[config.mk]
export PLATFORM = sky130hd
export DESIGN_NAME = uart_rate_gen
export DESIGN_NICKNAME = d
export VERILOG_FILES = /design/src/rtl/uart_rg_pkg.sv /design/src/rtl/uart_rg_regs.sv /design/src/rtl/uart_rg_timing.sv /design/src/rtl/uart_rg_counter.sv /design/src/rtl/uart_rate_gen.sv
export SDC_FILE = /design/constraint.sdc
export NUM_CORES = 1
export LEC_CHECK = 0
export BUFFER_PORTS_ARGS = -buffer_cell sky130_fd_sc_hd__buf_2
export CORE_MARGIN = 1.5
export CORE_UTILIZATION = 58
export CTS_BUF_LIST = sky130_fd_sc_hd__clkbuf_16
export DETAILED_ROUTE_END_ITERATION = 10
export PLACE_DENSITY = 0.81
export RECOVER_POWER = 50
export SLEW_MARGIN = 15
export SYNTH_ARGS = -nofsm -noshare
export SYNTH_HDL_FRONTEND = slang
export SYNTH_SLANG_ARGS = --single-unit
[constraint.sdc]
create_clock -name clk -period 4.37 [get_ports clk]
set_input_delay 0.437 -clock clk [delete_from_list [all_inputs] [get_ports clk]]
set_output_delay 0.437 -clock clk [all_outputs]
set_load 0.03 [all_outputs]
[src/rtl/uart_rg_pkg.sv]
package uart_rg_pkg;
  // word indices (byte address >> 2)
  localparam int unsigned W_DIV_LO  = 0;
  localparam int unsigned W_DIV_HI  = 1;
  localparam int unsigned W_LINE    = 3;
  localparam int unsigned W_MODE    = 9;
  localparam int unsigned W_SCOUNT  = 10;
  localparam int unsigned W_SPOINT  = 11;
  localparam int unsigned W_RATEFIX = 13;

  localparam int unsigned ACCESS_BIT = 7;

  typedef enum logic [1:0] {
    OSR_16   = 2'd0,
    OSR_4    = 2'd1,
    OSR_PROG = 2'd2
  } osr_sel_e;

  function automatic osr_sel_e decode_mode(input logic [7:0] m);
    case (m)
      8'd2:    return OSR_4;
      8'd3:    return OSR_PROG;
      default: return OSR_16;
    endcase
  endfunction
endpackage

[src/rtl/uart_rg_regs.sv]
module uart_rg_regs
  import uart_rg_pkg::*;
#(
  parameter int unsigned ADDR_W = 6,
  parameter int unsigned DIV_W  = 16,
  parameter int unsigned CNT_W  = 8
) (
  input  logic              clk,
  input  logic              rst_n,
  input  logic              wr,
  input  logic [ADDR_W-1:0] addr,
  input  logic [31:0]       wdata,
  output logic [31:0]       rdata,
  output logic [DIV_W-1:0]  div_q,
  output logic [7:0]        mode_q,
  output logic [CNT_W-1:0]  scount_q,
  output logic [CNT_W-1:0]  spoint_q,
  output logic              access_q,
  output logic              resync
);
  localparam int unsigned WIDX_W = ADDR_W - 2;

  logic [WIDX_W-1:0] widx;
  logic [7:0]        line_q;
  logic [7:0]        ratefix_q;
  logic              hit_lo, hit_hi, hit_line, hit_mode, hit_sc, hit_sp, hit_rf;

  assign widx     = addr[ADDR_W-1:2];
  assign access_q = line_q[ACCESS_BIT];

  assign hit_lo   = wr && (widx == WIDX_W'(W_DIV_LO)) && access_q;
  assign hit_hi   = wr && (widx == WIDX_W'(W_DIV_HI)) && access_q;
  assign hit_line = wr && (widx == WIDX_W'(W_LINE));
  assign hit_mode = wr && (widx == WIDX_W'(W_MODE));
  assign hit_sc   = wr && (widx == WIDX_W'(W_SCOUNT));
  assign hit_sp   = wr && (widx == WIDX_W'(W_SPOINT));
  assign hit_rf   = wr && (widx == WIDX_W'(W_RATEFIX));

  assign resync = hit_lo | hit_hi | hit_mode | hit_sc | hit_sp;

  always_ff @(posedge clk or negedge rst_n) begin
    if (!rst_n) begin
      div_q     <= '0;
      line_q    <= 8'h00;
      mode_q    <= 8'h00;
      scount_q  <= '0;
      spoint_q  <= '1;
      ratefix_q <= 8'h00;
    end else begin
      if (hit_lo)   div_q[7:0]       <= wdata[7:0];
      if (hit_hi)   div_q[DIV_W-1:8] <= wdata[DIV_W-9:0];
      if (hit_line) line_q           <= wdata[7:0];
      if (hit_mode) mode_q           <= wdata[7:0];
      if (hit_sc)   scount_q         <= wdata[CNT_W-1:0];
      if (hit_sp)   spoint_q         <= wdata[CNT_W-1:0];
      if (hit_rf)   ratefix_q        <= wdata[7:0];
    end
  end

  always_comb begin
    rdata = '0;
    case (widx)
      WIDX_W'(W_DIV_LO):  if (access_q) rdata[7:0] = div_q[7:0];
      WIDX_W'(W_DIV_HI):  if (access_q) rdata[DIV_W-9:0] = div_q[DIV_W-1:8];
      WIDX_W'(W_LINE):    rdata[7:0] = line_q;
      WIDX_W'(W_MODE):    rdata[7:0] = mode_q;
      WIDX_W'(W_SCOUNT):  rdata[CNT_W-1:0] = scount_q;
      WIDX_W'(W_SPOINT):  rdata[CNT_W-1:0] = spoint_q;
      WIDX_W'(W_RATEFIX): rdata[7:0] = ratefix_q;
      default:            rdata = '0;
    endcase
  end
endmodule

[src/rtl/uart_rg_timing.sv]
module uart_rg_timing
  import uart_rg_pkg::*;
#(
  parameter int unsigned DIV_W = 16,
  parameter int unsigned CNT_W = 8
) (
  input  logic [DIV_W-1:0] div_q,
  input  logic [7:0]       mode_q,
  input  logic [CNT_W-1:0] scount_q,
  input  logic [CNT_W-1:0] spoint_q,
  output logic [DIV_W-1:0] div_eff,
  output logic [CNT_W-1:0] idx_max,
  output logic [CNT_W-1:0] samp_idx
);
  osr_sel_e      sel;
  logic [CNT_W:0] half_prog;

  assign sel       = decode_mode(mode_q);
  assign div_eff   = (div_q == '0) ? DIV_W'(1) : div_q;
  assign half_prog = ({1'b0, scount_q} + (CNT_W+1)'(1)) >> 1;

  always_comb begin
    case (sel)
      OSR_4: begin
        idx_max  = CNT_W'(3);
        samp_idx = CNT_W'(2);
      end
      OSR_PROG: begin
        idx_max  = scount_q;
        samp_idx = (spoint_q <= scount_q) ? spoint_q : half_prog[CNT_W-1:0];
      end
      default: begin
        idx_max  = CNT_W'(15);
        samp_idx = CNT_W'(8);
      end
    endcase
  end
endmodule

[src/rtl/uart_rg_counter.sv]
module uart_rg_counter #(
  parameter int unsigned DIV_W = 16,
  parameter int unsigned CNT_W = 8
) (
  input  logic             clk,
  input  logic             rst_n,
  input  logic             resync,
  input  logic [DIV_W-1:0] div_eff,
  input  logic [CNT_W-1:0] idx_max,
  input  logic [CNT_W-1:0] samp_idx,
  output logic             os_tick,
  output logic             bit_strobe,
  output logic             sample_strobe
);
  logic [DIV_W-1:0] pre_q;
  logic [CNT_W-1:0] idx_q;
  logic             last_idx;

  assign os_tick       = (pre_q >= div_eff - DIV_W'(1));
  assign last_idx      = (idx_q >= idx_max);
  assign bit_strobe    = os_tick && last_idx;
  assign sample_strobe = os_tick && (idx_q == samp_idx);

  always_ff @(posedge clk or negedge rst_n) begin
    if (!rst_n) begin
      pre_q <= '0;
      idx_q <= '0;
    end else if (resync) begin
      pre_q <= '0;
      idx_q <= '0;
    end else if (os_tick) begin
      pre_q <= '0;
      idx_q <= last_idx ? '0 : idx_q + CNT_W'(1);
    end else begin
      pre_q <= pre_q + DIV_W'(1);
    end
  end
endmodule

[src/rtl/uart_rate_gen.sv]
module uart_rate_gen #(
  parameter int unsigned ADDR_W = 6,
  parameter int unsigned DIV_W  = 16,
  parameter int unsigned CNT_W  = 8
) (
  input  logic              clk,
  input  logic              rst_n,
  input  logic              reg_wr,
  input  logic [ADDR_W-1:0] reg_addr,
  input  logic [31:0]       reg_wdata,
  output logic [31:0]       reg_rdata,
  output logic              os_tick,
  output logic              bit_strobe,
  output logic              sample_strobe
);
  logic [DIV_W-1:0] div_q, div_eff;
  logic [7:0]       mode_q;
  logic [CNT_W-1:0] scount_q, spoint_q, idx_max, samp_idx;
  logic             access_q, resync;

  uart_rg_regs #(.ADDR_W(ADDR_W), .DIV_W(DIV_W), .CNT_W(CNT_W)) regs_i (
    .clk(clk), .rst_n(rst_n), .wr(reg_wr), .addr(reg_addr), .wdata(reg_wdata),
    .rdata(reg_rdata), .div_q(div_q), .mode_q(mode_q), .scount_q(scount_q),
    .spoint_q(spoint_q), .access_q(access_q), .resync(resync)
  );

  uart_rg_timing #(.DIV_W(DIV_W), .CNT_W(CNT_W)) timing_i (
    .div_q(div_q), .mode_q(mode_q), .scount_q(scount_q), .spoint_q(spoint_q),
    .div_eff(div_eff), .idx_max(idx_max), .samp_idx(samp_idx)
  );

  uart_rg_counter #(.DIV_W(DIV_W), .CNT_W(CNT_W)) counter_i (
    .clk(clk), .rst_n(rst_n), .resync(resync), .div_eff(div_eff),
    .idx_max(idx_max), .samp_idx(samp_idx), .os_tick(os_tick),
    .bit_strobe(bit_strobe), .sample_strobe(sample_strobe)
  );
endmodule

==> results by group, run 1 <==
Route
  • Final WL: 13090 um
  • Vias post-DR: 4518
  • Vias per cell: 6.215
  • Detailed-router iteration count before antenna repair: 5
  • DRC Markers: 0
  • First DRT Iteration DRCs: 326
  • WL per Instance: 18.01 um
  • Detail Route Antenna Nets: 0

Synthesis
  • Cells after Synth: 567
  • Async SR Flop Fraction: 1.000
  • Synth Area in Adders: 0.08722
  • Yosys Warn Count: 0
  • Largest family of logic cells by synthesized area: simple AND/OR/NAND/NOR gates
  • Mean area per synthesized cell: approximately 9.6 um^2
  • Multiplexer area fraction after synthesis: 0.1196
  • Synthesis-stage register bit count: 80
  • Post-Synth Simple-Gate Area: 0.1818
  • Number of synthesized flops with an enable pin: 0
  • Xor/xnor share of the synthesized area: 0.05462
  • Ys flop type: dfrtp_1
  • Compound-Gate Fraction of Synth Area: 0.1292
  • Sequential-to-total area share from yosys stat: 0.3691
  • Netlist Area Pre-Place: about 5500 um^2
  • Synth cell types: 60

Timing
  • Worst slew margin: -0.2940
  • RSZ-0062 raised after global routing: true
  • Max Slew Vio Count: 81
  • Setup Total Neg Slack: -1051 ps
  • Peak Freq: 208.1 MHz
  • Post-Route Skew: between 8 and 9 ps
  • Final hold vios: 0
  • Measured slew at the worst slew-check pin: 1941 ps
  • Period utilisation layout: 1.099
  • Final min period: 4805 ps
  • Final worst slack: -434.5 ps
  • Final setup violating endpoints: 3

Worst hold path
  • Hold Crit Class: input port to register
  • Hold-critical path depth: 3

Clocking
  • # H-tree levels: 3
  • Cts hold-fix bufs: 0
  • TritonCTS buffer count: 9
  • Worst-Skew Late Latency: 340 ps
  • Clk buf depth: 2
  • Worst-path clk slew: 70 ps
  • CTS Root Cell: clkbuf_16
  • CTS tree: done
  • Clk sink count: 80

Global routing
  • Antenna violations before repair: 0
  • First-pass GRT wire length: approximately 22000 um
  • Number of global-route vias before repair: roughly 4400
  • Largest net degree at the start of global routing: 81
  • All-Layer GR Usage: 0.2737
  • Grt ovf: 0

Worst setup path
  • Crit path top cell by count: nor3b_4
  • WP depth: 19
  • Crit path max-delay cell type: or4_4
  • CP required: 3930 ps
  • Crit path kind: register to output pin
  • Critical Path Fanout Max: 3
  • Slowest stage delay, CP: 550 ps
  • CP Cell Sequence: or4_4, or3_4, nor3b_4, a21oi_2, ha_2, nor3b_4, nand2_2, nor3_1, xnor2_1, ha_1, nand4_1, nor2_1, o2111ai_1, o21a_2, clkinvlp_4, o2111ai_1, nor3_2, nor3b_4, buf_6
  • CP Capture Type: output pin
  • Buf/Inv on CP: 2
  • CP top delay family: simple AND/OR/NAND/NOR gates
  • Worst Setup Start Kind: register
  • FF-to-FF path depth: 18
  • Worst path arrival time: 4370 ps

Power and ir drop
  • Gate power share: 0.369
  • Pwr dens: between 400 and 500 nW/um^2
  • Leak: 0.002858 uW
  • Sw Share: 0.3658
  • Reg power frac: 0.364
  • Switch Pwr: approximately 1100 uW
  • Clock power frac: 0.267
  • Max VDD drop: approximately 0.28 mV
  • Overall power: about 3000 uW
  • Power Internal: 1893 uW

Placed design
  • Setup WS pre-CTS: -68.15 ps
  • Final Wtd Congestion: 0.9774
  • Inst Count DP: 700
  • Port bufs: 25
  • Post-detail-place hpwl: about 9200 um

Run
  • Max-Cap Viols: 1

Finish
  • FILL cells: slightly below 700
  • Area grow syn2layout: 12.67%
  • Final Net Count: 690
  • Share of cells above drive strength 1: 0.2451
  • Antenna Cells: 0
  • Post-Layout Cell Count: around 730

Floorplanning
  • Core ar.: 9196 um^2
  • Initial Utilization: 0.5928
  • Die height: between 90 and 100 um
  • Row count: 35
  • Top-Level Pins: 76
  • Die Area: 9990 um^2
  • Die W: 99.95 um

Status
  • Status: finished with violations
  • Failing checks: max-capacitance violations, max-slew violations, negative setup slack
-- worst reg2reg max path: cells and delay by family, from the launching register on --
family,cells,cell delay [ps]
flops,1,390
simple gates,10,2300
compound gates,4,660
fa+ha+maj,2,490
xor+xnor,1,130
buf+inv,1,160
-- power groups by stage --
stage / clock (uW) / combinational (uW) / sequential (uW)
floorplan: 0 / 753 / 1020
global placement: 0 / 914 / 1080
detailed placement: 0 / 966 / 1090
CTS: 801 / 1020 / 1070
global route: 834 / 1210 / 1100
finish: 798 / 1100 / 1090
-- cells in the final DEF, fill, tap and decap left out, types with 4 or more instances in the layout --
cell type / Yosys / routed
dfrtp_1: 72 / 72
mux2_2: 57 / 57
nand2_1: 53 / 51
nor2_1: 38 / 38
ha_1: 38 / 36
o21ai_0: 27 / 26
conb_1: 1 / 24
xnor2_1: 21 / 21
nand3_1: 21 / 21
buf_4: 24 / 21
inv_1: 21 / 20
a21oi_1: 23 / 20
buf_2: 3 / 20
nor2b_1: 14 / 14
xor2_1: 13 / 12
and3_1: 10 / 10
nand2b_1: 9 / 9
clkbuf_16: 0 / 9
a22oi_1: 8 / 8
a21o_1: 8 / 8
nand4_1: 8 / 8
dfstp_2: 8 / 8
nor3_1: 7 / 6
a222oi_1: 6 / 6
a22o_1: 6 / 6
nand3b_1: 6 / 6
buf_6: 0 / 5
nor4_1: 4 / 4
-- kinds of logic (layout without fill, tap and decap cells) --
group,count (synthesis),after routing
flip-flops,80,80
other,1,24
XOR/XNOR,34,34
AO/OA/AOI/OAI,105,105
buffers and inverters,59,85
multiplexers,58,58
AND/OR/NAND/NOR,192,192
adder cells (fa/ha/maj),38,38
-- layout make-up --
class | instances | area (um^2) | area share
Multi-Input combinational cell | 451 | 3274 | 0.5331
Tap cell | 111 | 138.9 | 0.02261
Inverter | 21 | 82.58 | 0.01344
Clock inverter | 7 | 86.33 | 0.01406
Sequential cell | 80 | 2012 | 0.3276
Clock buffer | 9 | 225.2 | 0.03667
Timing Repair Buffer | 48 | 322.8 | 0.05256
-- metal layers --
layer | part of all wire | global-route usage
met3 | 0.057 | 0.03621
met1 | 0.42 | 0.3495
met5 | 0 | 0
met4 | 0.034 | 0.1473
met2 | 0.49 | 0.4537
-- cells in the mapped netlist (2+ instances only) --
| master | instances | area share |
|---|---|---|
| a211o_1 | 2 | 0.0032 |
| xor2_1 | 13 | 0.021 |
| nor4_1 | 4 | 0.0046 |
| o211ai_1 | 2 | 0.0028 |
| a21o_1 | 8 | 0.011 |
| mux2_2 | 57 | 0.12 |
| ha_1 | 38 | 0.087 |
| nor2_1 | 38 | 0.026 |
| nor2b_1 | 14 | 0.016 |
| and4_1 | 2 | 0.0032 |
| o21a_1 | 2 | 0.0028 |
| nand3_1 | 21 | 0.019 |
| nor3_1 | 7 | 0.0064 |
| a22oi_1 | 8 | 0.011 |
| nand3b_1 | 6 | 0.0083 |
| o21ai_0 | 27 | 0.025 |
| dfrtp_1 | 72 | 0.33 |
| clkbuf_1 | 11 | 0.0076 |
| nand2_1 | 53 | 0.036 |
| and2_1 | 4 | 0.0046 |
| buf_4 | 24 | 0.033 |
| o2111ai_1 | 2 | 0.0032 |
| or3_1 | 3 | 0.0034 |
| a21oi_1 | 23 | 0.021 |
| a32oi_1 | 2 | 0.0032 |
| a22o_1 | 6 | 0.0096 |
| inv_1 | 21 | 0.014 |
| or4_1 | 2 | 0.0028 |
| nand4_1 | 8 | 0.0092 |
| dfstp_2 | 8 | 0.039 |
| nor3b_1 | 3 | 0.0041 |
| o221ai_1 | 2 | 0.0032 |
| nand2b_1 | 9 | 0.010 |
| xnor2_1 | 21 | 0.034 |
| a211oi_1 | 2 | 0.0028 |
| and3_1 | 10 | 0.011 |
| o22ai_1 | 2 | 0.0023 |
| buf_2 | 3 | 0.0028 |
| a222oi_1 | 6 | 0.011 |
-- stage by stage --
step,hold slack [ps],cell area [um^2],util
floorplan,141.4,5555,-
global placement,490.4,5675,0.6171
detailed placement,493.6,5675,0.6171
CTS,304.8,6071,0.6601
global route,449.5,6142,0.6679
finish,441.1,6142,0.6679
-- flip-flops by register name, indices dropped and copies added (netlist names) --
register	count
counter_i.pre_q	16
regs_i.div_q	16
counter_i.idx_q	8
regs_i.line_q	8
regs_i.mode_q	8
regs_i.ratefix_q	8
regs_i.scount_q	8
regs_i.spoint_q	8
-- what timing repair did --
item	CTS	global route
setup endpoints to repair	3	9
buffers inserted	6	6
gates resized for setup	13	9
pin swaps	4	10
-- worst paths after layout --
kind / from / slack [ps] / end
min in group asynchronous: rst_n / 640 / counter_i.idx_q[5]
min: reg_wdata[4] / 440 / regs_i.scount_q[4]
min reg2reg: regs_i.ratefix_q[4] / 520 / regs_i.ratefix_q[4]
max reg2reg: regs_i.div_q[12] / 170 / counter_i.idx_q[5]
max in group asynchronous: rst_n / 2570 / regs_i.scount_q[7]
max: regs_i.div_q[12] / -430 / sample_strobe
No activity file was read; power rests on OpenSTA's default activity.
==> run 2: changes to the inputs <==
ABC_AREA = 1   (was unset)
==> run 2 against run 1 <==
Effect of this change:
- critical path depth is 5 higher
- largest power group is now sequential cells
- hold slack worse by 120 ps
- total power is 11% lower
- count of clock-buffer cells in the layout stayed put
- non-clock buffer count is 16 lower
- clock power is 13% lower
- sequential cell count stayed put
- sequential share of layout area is 1.3 points higher
- the flow finishes with violations (max-capacitance violations, max-slew violations)
- worst setup slack better by 660 ps
- first-iteration DRC count is 11% higher
- core utilization is 2.1 points lower
==> results by group, run 2 <==
Synthesis
  • Largest family of logic cells by synthesized area: simple AND/OR/NAND/NOR gates
  • Synth cell count leaders: nand2_1 (177), inv_1 (91), dfrtp_1 (72)
  • Top cells by area, synth: dfrtp_1 (33%), nand2_1 (12%), ha_1 (8.7%), o21ai_0 (6.5%), inv_1 (6.3%)
  • Cells after Synth: 724 (+28%)
  • Most frequent cell after synthesis: nand2_1
  • Async SR Flop Fraction: 1.000 (unchanged)
  • Yosys top cell area share: 0.3307 (about the same)
  • Synth area leader: dfrtp_1
  • Synthesis-stage register bit count: 80 (unchanged)
  • Post-Synth Simple-Gate Area: 0.2646 (+0.08281)
  • Mean area per synthesized cell: 7.524 um^2 (-22%)
  • Number of synthesized flops with an enable pin: 0 (unchanged)
  • Netlist Area Pre-Place: 5448 um^2 (about the same)
  • Synth Area in Adders: 0.08728 (about the same)
  • Xor/xnor share of the synthesized area: 0.04502 (-0.009609)
  • Synth cell types: 44 (-27%)
  • Compound-Gate Fraction of Synth Area: 0.1226 (-0.006572)
  • Sequential-to-total area share from yosys stat: 0.3693 (about the same)
  • Yosys Warn Count: 0 (unchanged)
  • Multiplexer area fraction after synthesis: 0 (-0.1196)
  • Ys flop type: dfrtp_1

Global routing
  • All-Layer GR Usage: 0.2825 (+0.008729)
  • Number of global-route vias before repair: 4775 (+7.4%)
  • Antenna violations before repair: 0 (unchanged)
  • First-pass GRT wire length: 22410 um (+3.5%)
  • Grt ovf: 0 (unchanged)
  • Largest net degree at the start of global routing: 81 (unchanged)

Floorplanning
  • Die Area: 9983 um^2 (about the same)
  • Core ar.: 9153 um^2 (-0.48%)
  • Top-Level Pins: 76 (unchanged)
  • Row count: 35 (unchanged)
  • Die W: 99.92 um (about the same)
  • Die height: 99.92 um (about the same)
  • Initial Utilization: 0.5952 (+0.002426)

Clocking
  • Cts hold-fix bufs: 0 (unchanged)
  • TritonCTS buffer count: 9 (unchanged)
  • # H-tree levels: 3 (unchanged)
  • Clk sink count: 80 (unchanged)
  • Clk buf depth: 2 (unchanged)
  • Worst-path clk slew: 60 ps (about the same)
  • Worst-Skew Late Latency: 340 ps (about the same)
  • CTS tree: done
  • CTS Root Cell: clkbuf_16

Timing
  • Worst slew margin: -0.2713 (+0.02264)
  • Max Slew Vio Count: 81 (unchanged)
  • Period utilisation layout: 0.9491 (-0.1504)
  • Final hold vios: 0 (unchanged)
  • Measured slew at the worst slew-check pin: 1907 ps (-33.95 ps)
  • Final hold slack: 320.6 ps (-120.6 ps)
  • Post-Route Skew: 8.168 ps (-0.6092 ps)
  • Final setup violating endpoints: 0 (-3)
  • Final min period: 4147 ps (-657.1 ps)
  • Peak Freq: 241.1 MHz (+16%)

Finish
  • Final core occ: 0.6466 (-0.02127)
  • Commonest non-fill, non-tap cells in the layout: nand2_1 (176), inv_1 (92), o21ai_0 (71)
  • FILL cells: 772 (+11%)
  • Share of cells above drive strength 1: 0.1096 (-0.1355)
  • Most common cell after layout, fill and taps aside: nand2_1
  • Antenna Cells: 0 (unchanged)
  • Area grow syn2layout: 8.636%
  • Multi-input logic area: 2954 um^2 (-9.8%)
  • FF/Latch Area: 2016 um^2 (+0.19%)
  • Final Net Count: 831 (+20%)
  • Top flop regs: counter_i.pre_q x16, regs_i.div_q x16

Placed design
  • Final Wtd Congestion: 1.016 (+4.0%)
  • Port bufs: 25 (unchanged)
  • Post-detail-place hpwl: 9873 um (+6.8%)

Power and ir drop
  • Leak: 0.002932 uW (+2.6%)
  • Pwr dens: 450.1 nW/um^2 (-7.4%)
  • Max VDD drop: 0.2746 mV (-0.92%)

Worst setup path
  • Crit path max-delay cell type: dfrtp_1
  • Slowest stage delay, CP: 410 ps (-140 ps)
  • FF-to-FF setup slack: 780 ps (+610 ps)
  • Critical Path Fanout Max: 5 (+2)
  • CP Capture Type: output pin
  • FF-to-FF path depth: 22 (+4)
  • CP top delay family: simple AND/OR/NAND/NOR gates
  • Crit path kind: register to output pin
  • Worst path arrival time: 3710 ps (-660 ps)
  • Buf/Inv on CP: 5 (+3)
  • CP Cell Sequence: nor2_1, nand3_1, nor3_2, nand2_1, nand2_2, inv_1, ha_1, nand2_2, nor2_4, nand3_1, nor2_1, xor2_1, inv_1, ha_1, nand4_1, inv_1, a21oi_1, a21boi_2, nand2_4, nand2_1, inv_1, nand2_1, nor2_1, buf_4
  • CP required: 3930 ps (about the same)
  • WP depth: 24 (+5)
  • Worst Setup Start Kind: register
  • Crit path top cell by count: inv_1

Status
  • Failing checks: max-capacitance violations, max-slew violations
  • Status: finished with violations

Route
  • Detailed-router iteration count before antenna repair: 7 (+2)
  • DRC Markers: 0 (unchanged)
  • WL per Instance: 15.18 um (-16%)
  • Detail Route Antenna Nets: 0 (unchanged)
  • Vias post-DR: 4919 (+8.9%)
  • Final WL: 13180 um (+0.66%)
  • Vias per cell: 5.667 (-8.8%)
  • First DRT Iteration DRCs: 363 (+11%)

Worst hold path
  • Hold-critical path depth: 3 (unchanged)
  • Hold Crit Class: input port to register

Run
  • Max-Cap Viols: 1 (unchanged)
[run 2: worst reg2reg max path, cell delays in order (launching register included)]
cell and delay, ps:
dfrtp_1 410, nor2_1 160, nand3_1 130, nor3_2 180
nand2_1 80, nand2_2 120, inv_1 80, ha_1 220
nand2_2 120, nor2_4 70, nand3_1 90, nor2_1 60
xor2_1 130, inv_1 60, ha_1 290, nand4_1 120
inv_1 60, a21oi_1 180, a21boi_2 330, nand3b_4 290
inv_4 190, nand2_1 70, a21oi_1 100
[run 2: repair_timing]
action / 4_1_cts / 5_1_grt
setup buffers: 0 / 6
resized for setup: 2 / 16
setup endpoints to repair: 2 / 3
endpoints found under the hold margin: 0 / 0
pin swaps: 0 / 2
[run 2: metrics by stage]
step | cells | cell area, um^2 | total power [uW] | setup TNS, ps | setup slack, ps
after floorplan | 747 | 5534 | 1701 | 0 | 588.7
after global placement | 846 | 5563 | 1865 | 0 | 415.1
after detailed placement | 846 | 5563 | 1929 | 0 | 223.6
after CTS | 862 | 5839 | 2629 | 0 | 25.56
after global routing | 868 | 5918 | 2858 | -2.951 | -2.951
final | 868 | 5918 | 2664 | 0 | 222.6
[run 2: final timing paths]
| path | end | start |
|---|---|---|
| setup / recovery | sample_strobe | regs_i.div_q[9] |
| hold / removal | regs_i.div_q[6] | reg_wdata[6] |
| setup reg to reg | counter_i.pre_q[3] | regs_i.div_q[9] |
| hold reg to reg | regs_i.ratefix_q[0] | regs_i.ratefix_q[0] |
| max in group asynchronous | regs_i.div_q[2] | rst_n |
| min in group asynchronous | regs_i.div_q[3] | rst_n |
[run 2: cells by family (layout without fill, tap and decap cells)]
group	count (synthesis)	count (layout)
adder cells (fa/ha/maj)	38	38
buffers and inverters	132	142
flip-flops	80	80
AO/OA/AOI/OAI	116	116
other	1	24
XOR/XNOR	28	28
AND/OR/NAND/NOR	329	329
[run 2: area by class of cell]
| class | instances | share of cell area |
|---|---|---|
| Multi-Input combinational cell | 535 | 0.4992 |
| Sequential cell | 80 | 0.3406 |
| Inverter | 94 | 0.06025 |
| Clock buffer | 9 | 0.03805 |
| Timing Repair Buffer | 32 | 0.03023 |
| Tap cell | 111 | 0.02347 |
| Clock inverter | 7 | 0.008245 |
[run 2: power breakdown]
group | switching [uW] | internal, uW
Clock | 310 | 385
Sequential | 175 | 903
Combinational | 577 | 313
[run 2: routing by layer]
layer,global-route usage,share of wire,vias up
met2,0.4547,0.46,210
met4,0.1560,0.051,0
li1,-,-,2392
met3,0.05084,0.063,52
met5,0,0,-
met1,0.3621,0.43,2265
==> run 3: changes to the inputs <==
CORE_UTILIZATION = 60   (was 58)
PLACE_DENSITY = 0.84   (was 0.81)
SLEW_MARGIN = unset   (was 15)
clock period = 4.8 ns   (was 4.37 ns; I/O delays follow)
==> run 3 against run 2 <==
Effect of this change:
- sequential power fell by 9%
- first-iteration DRC count fell by 3.9%
- final cell count fell by 1.2%
- die area fell by 3.2%
- register-to-register slack improved by 270 ps
- non-clock buffer count fell by 7
- sequential share of layout area rose by 0.46 points
- combinational power fell by 13%
- cell area fell by 1.5%
- core utilization rose by 1.8 points
- sequential cell count did not move
- total power fell by 9.3%
- the run still ends with max-capacitance violations, max-slew violations left
- critical path type unchanged
==> results by group, run 3 (same netlist as run 2, synthesis figures left out) <==
Power and ir drop
  • Leak: 0.002901 uW (-1.0%)
  • Pwr dens: 414.4 nW/um^2 (-7.9%)
  • Max VDD drop: 0.2162 mV (-21%)

Clocking
  • # H-tree levels: 3 (unchanged)
  • CTS Root Cell: clkbuf_16
  • Clk buf depth: 2 (unchanged)
  • Worst-Skew Late Latency: 340 ps (about the same)
  • Clk sink count: 80 (unchanged)
  • CTS tree: done
  • Worst-path clk slew: 70 ps (about the same)
  • TritonCTS buffer count: 9 (unchanged)

Worst setup path
  • Slowest stage delay, CP: 480 ps (+70 ps)
  • Worst Setup Start Kind: register
  • Worst path arrival time: 4040 ps (+330 ps)
  • Crit path max-delay cell type: dfrtp_1
  • CP top delay family: simple AND/OR/NAND/NOR gates
  • Crit path kind: register to output pin
  • CP Capture Type: output pin
  • CP required: 4320 ps (+390 ps)
  • CP Cell Sequence: inv_1, nand3_1, nor3_1, nand2_1, nand2_1, inv_1, ha_1, nand2_1, nor2_2, nand3_1, nor2_1, xor2_1, inv_1, ha_1, nand4_1, nor3_2, nand3_1, nand2_2, nand2_1, inv_1, nand2_1, nor2_1, buf_2
  • Buf/Inv on CP: 5 (unchanged)
  • Critical Path Fanout Max: 5 (unchanged)
  • Crit path top cell by count: nand2_1

Finish
  • Area grow syn2layout: 6.982%
  • Final core occ: 0.6650 (+0.01843)
  • Antenna Cells: 0 (unchanged)
  • FILL cells: 702 (-9.1%)
  • Top flop regs: counter_i.pre_q x16, regs_i.div_q x16
  • Design area: 5828 um^2 (-1.5%)
  • Post-Layout Cell Count: 858 (-1.2%)
  • Most common cell after layout, fill and taps aside: nand2_1
  • Commonest non-fill, non-tap cells in the layout: nand2_1 (178), inv_1 (91), dfrtp_1 (72)
  • Final Net Count: 824 (-0.84%)
  • Share of cells above drive strength 1: 0.08933 (-0.02031)

Route
  • First DRT Iteration DRCs: 349 (-3.9%)
  • Detailed-router iteration count before antenna repair: 6 (-1)
  • WL per Instance: 15.21 um (+0.14%)
  • Vias per cell: 5.650 (-0.29%)
  • Vias post-DR: 4848 (-1.4%)
  • DRC Markers: 0 (unchanged)
  • Final WL: 13050 um (-1.0%)
  • Detail Route Antenna Nets: 0 (unchanged)

Floorplanning
  • Core ar.: 8763 um^2 (-4.3%)
  • Die W: 98.29 um (-1.6%)
  • Initial Utilization: 0.6216 (+0.02643)
  • Row count: 34 (-2.9%)
  • Top-Level Pins: 76 (unchanged)
  • Die Area: 9660 um^2 (-3.2%)
  • Die height: 98.29 um (-1.6%)

Global routing
  • Grt ovf: 0 (unchanged)
  • All-Layer GR Usage: 0.2890 (+0.006478)
  • First-pass GRT wire length: 22340 um (-0.34%)
  • Antenna violations before repair: 0 (unchanged)
  • Number of global-route vias before repair: 4628 (-3.1%)
  • Largest net degree at the start of global routing: 81 (unchanged)

Placed design
  • Port bufs: 25 (unchanged)
  • Placement Cell Area: 5552 um^2 (-0.20%)
  • Setup WS pre-CTS: 639.9 ps (+416.3 ps)
  • Inst Count DP: 842 (-0.47%)
  • Post-detail-place hpwl: 9490 um (-3.9%)
  • Final Wtd Congestion: 0.8976 (-12%)

Timing
  • Final setup violating endpoints: 0 (unchanged)
  • Peak Freq: 221.2 MHz
  • Measured slew at the worst slew-check pin: 4172 ps (+2266 ps)
  • Setup Total Neg Slack: 0 ps (unchanged)
  • Worst slew margin: -1.782 (-1.510)
  • Post-Route Skew: 8.469 ps (+0.3010 ps)
  • Max Slew Vio Count: 81 (unchanged)
  • Final hold vios: 0 (unchanged)
  • Final worst slack: 279.0 ps (+56.46 ps)
  • Final min period: 4521 ps
  • Period utilisation layout: 0.9419

Worst hold path
  • Hold Crit Class: input port to register

Run
  • Max-Cap Viols: 1 (unchanged)

Status
  • Failing checks: max-capacitance violations, max-slew violations
  • Status: finished with violations
[run 3: repair_timing]
item	4_1_cts	5_1_grt
hold buffers	0	0
setup endpoints to repair	0	3
buffers inserted	0	0
gates resized for setup	0	5
[run 3: worst register-to-register path: cells and delay by family (launching register included)]
family,cells,cell delay (ps)
flops,1,480
buf+inv,5,560
xor+xnor,1,150
fa+ha+maj,2,480
compound gates,3,600
simple gates,11,1420
[run 3: path summary, 6_finish.rpt]
kind | endpoint | start | depth (start not counted) | slack, ps
worst min register to register | regs_i.spoint_q[0] | regs_i.spoint_q[0] | 2 | 490
max in group asynchronous | regs_i.scount_q[7] | rst_n | 1 | 850
min in group asynchronous | counter_i.pre_q[3] | rst_n | 1 | 1590
worst max register to register | counter_i.pre_q[3] | regs_i.div_q[4] | 22 | 1050
worst min-delay path | regs_i.div_q[1] | reg_wdata[1] | 3 | 370
worst max-delay path | sample_strobe | regs_i.div_q[4] | 23 | 280
[run 3: metal layers]
metal / up-vias / track usage / wire length [um] / part of all wire
met5: - / 0 / 0 / 0
met2: 198 / 0.4773 / 6249 / 0.48
met1: 2243 / 0.3796 / 5718 / 0.44
li1: 2373 / - / - / -
met3: 34 / 0.05798 / 704 / 0.054
met4: 0 / 0.1008 / 374 / 0.029
[run 3: final cells by class]
cell class	count	area (um^2)	area share
multi-input combinational	535	2922	0.5013
sequential	80	2012	0.3452
inverter	94	356.6	0.06119
clock buffer	9	225.2	0.03864
tap	108	135.1	0.02319
timing repair buffer	25	122.6	0.02104
clock inverter	7	55.05	0.009446
[run 3: report_power, final]
part	switching (uW)	leakage [uW]	internal, uW
Clock	292	0.000138	356
Combinational	507	0.00175	271
Sequential	167	0.00101	821
[run 3: stage by stage]
stage               power (uW)  hold WS (ps)
CTS                       2406         337.3
global placement          1692         466.9
floorplan                 1549         184.4
global route              2587         375.5
detailed placement        1746         476.2
finish                    2415         368.3
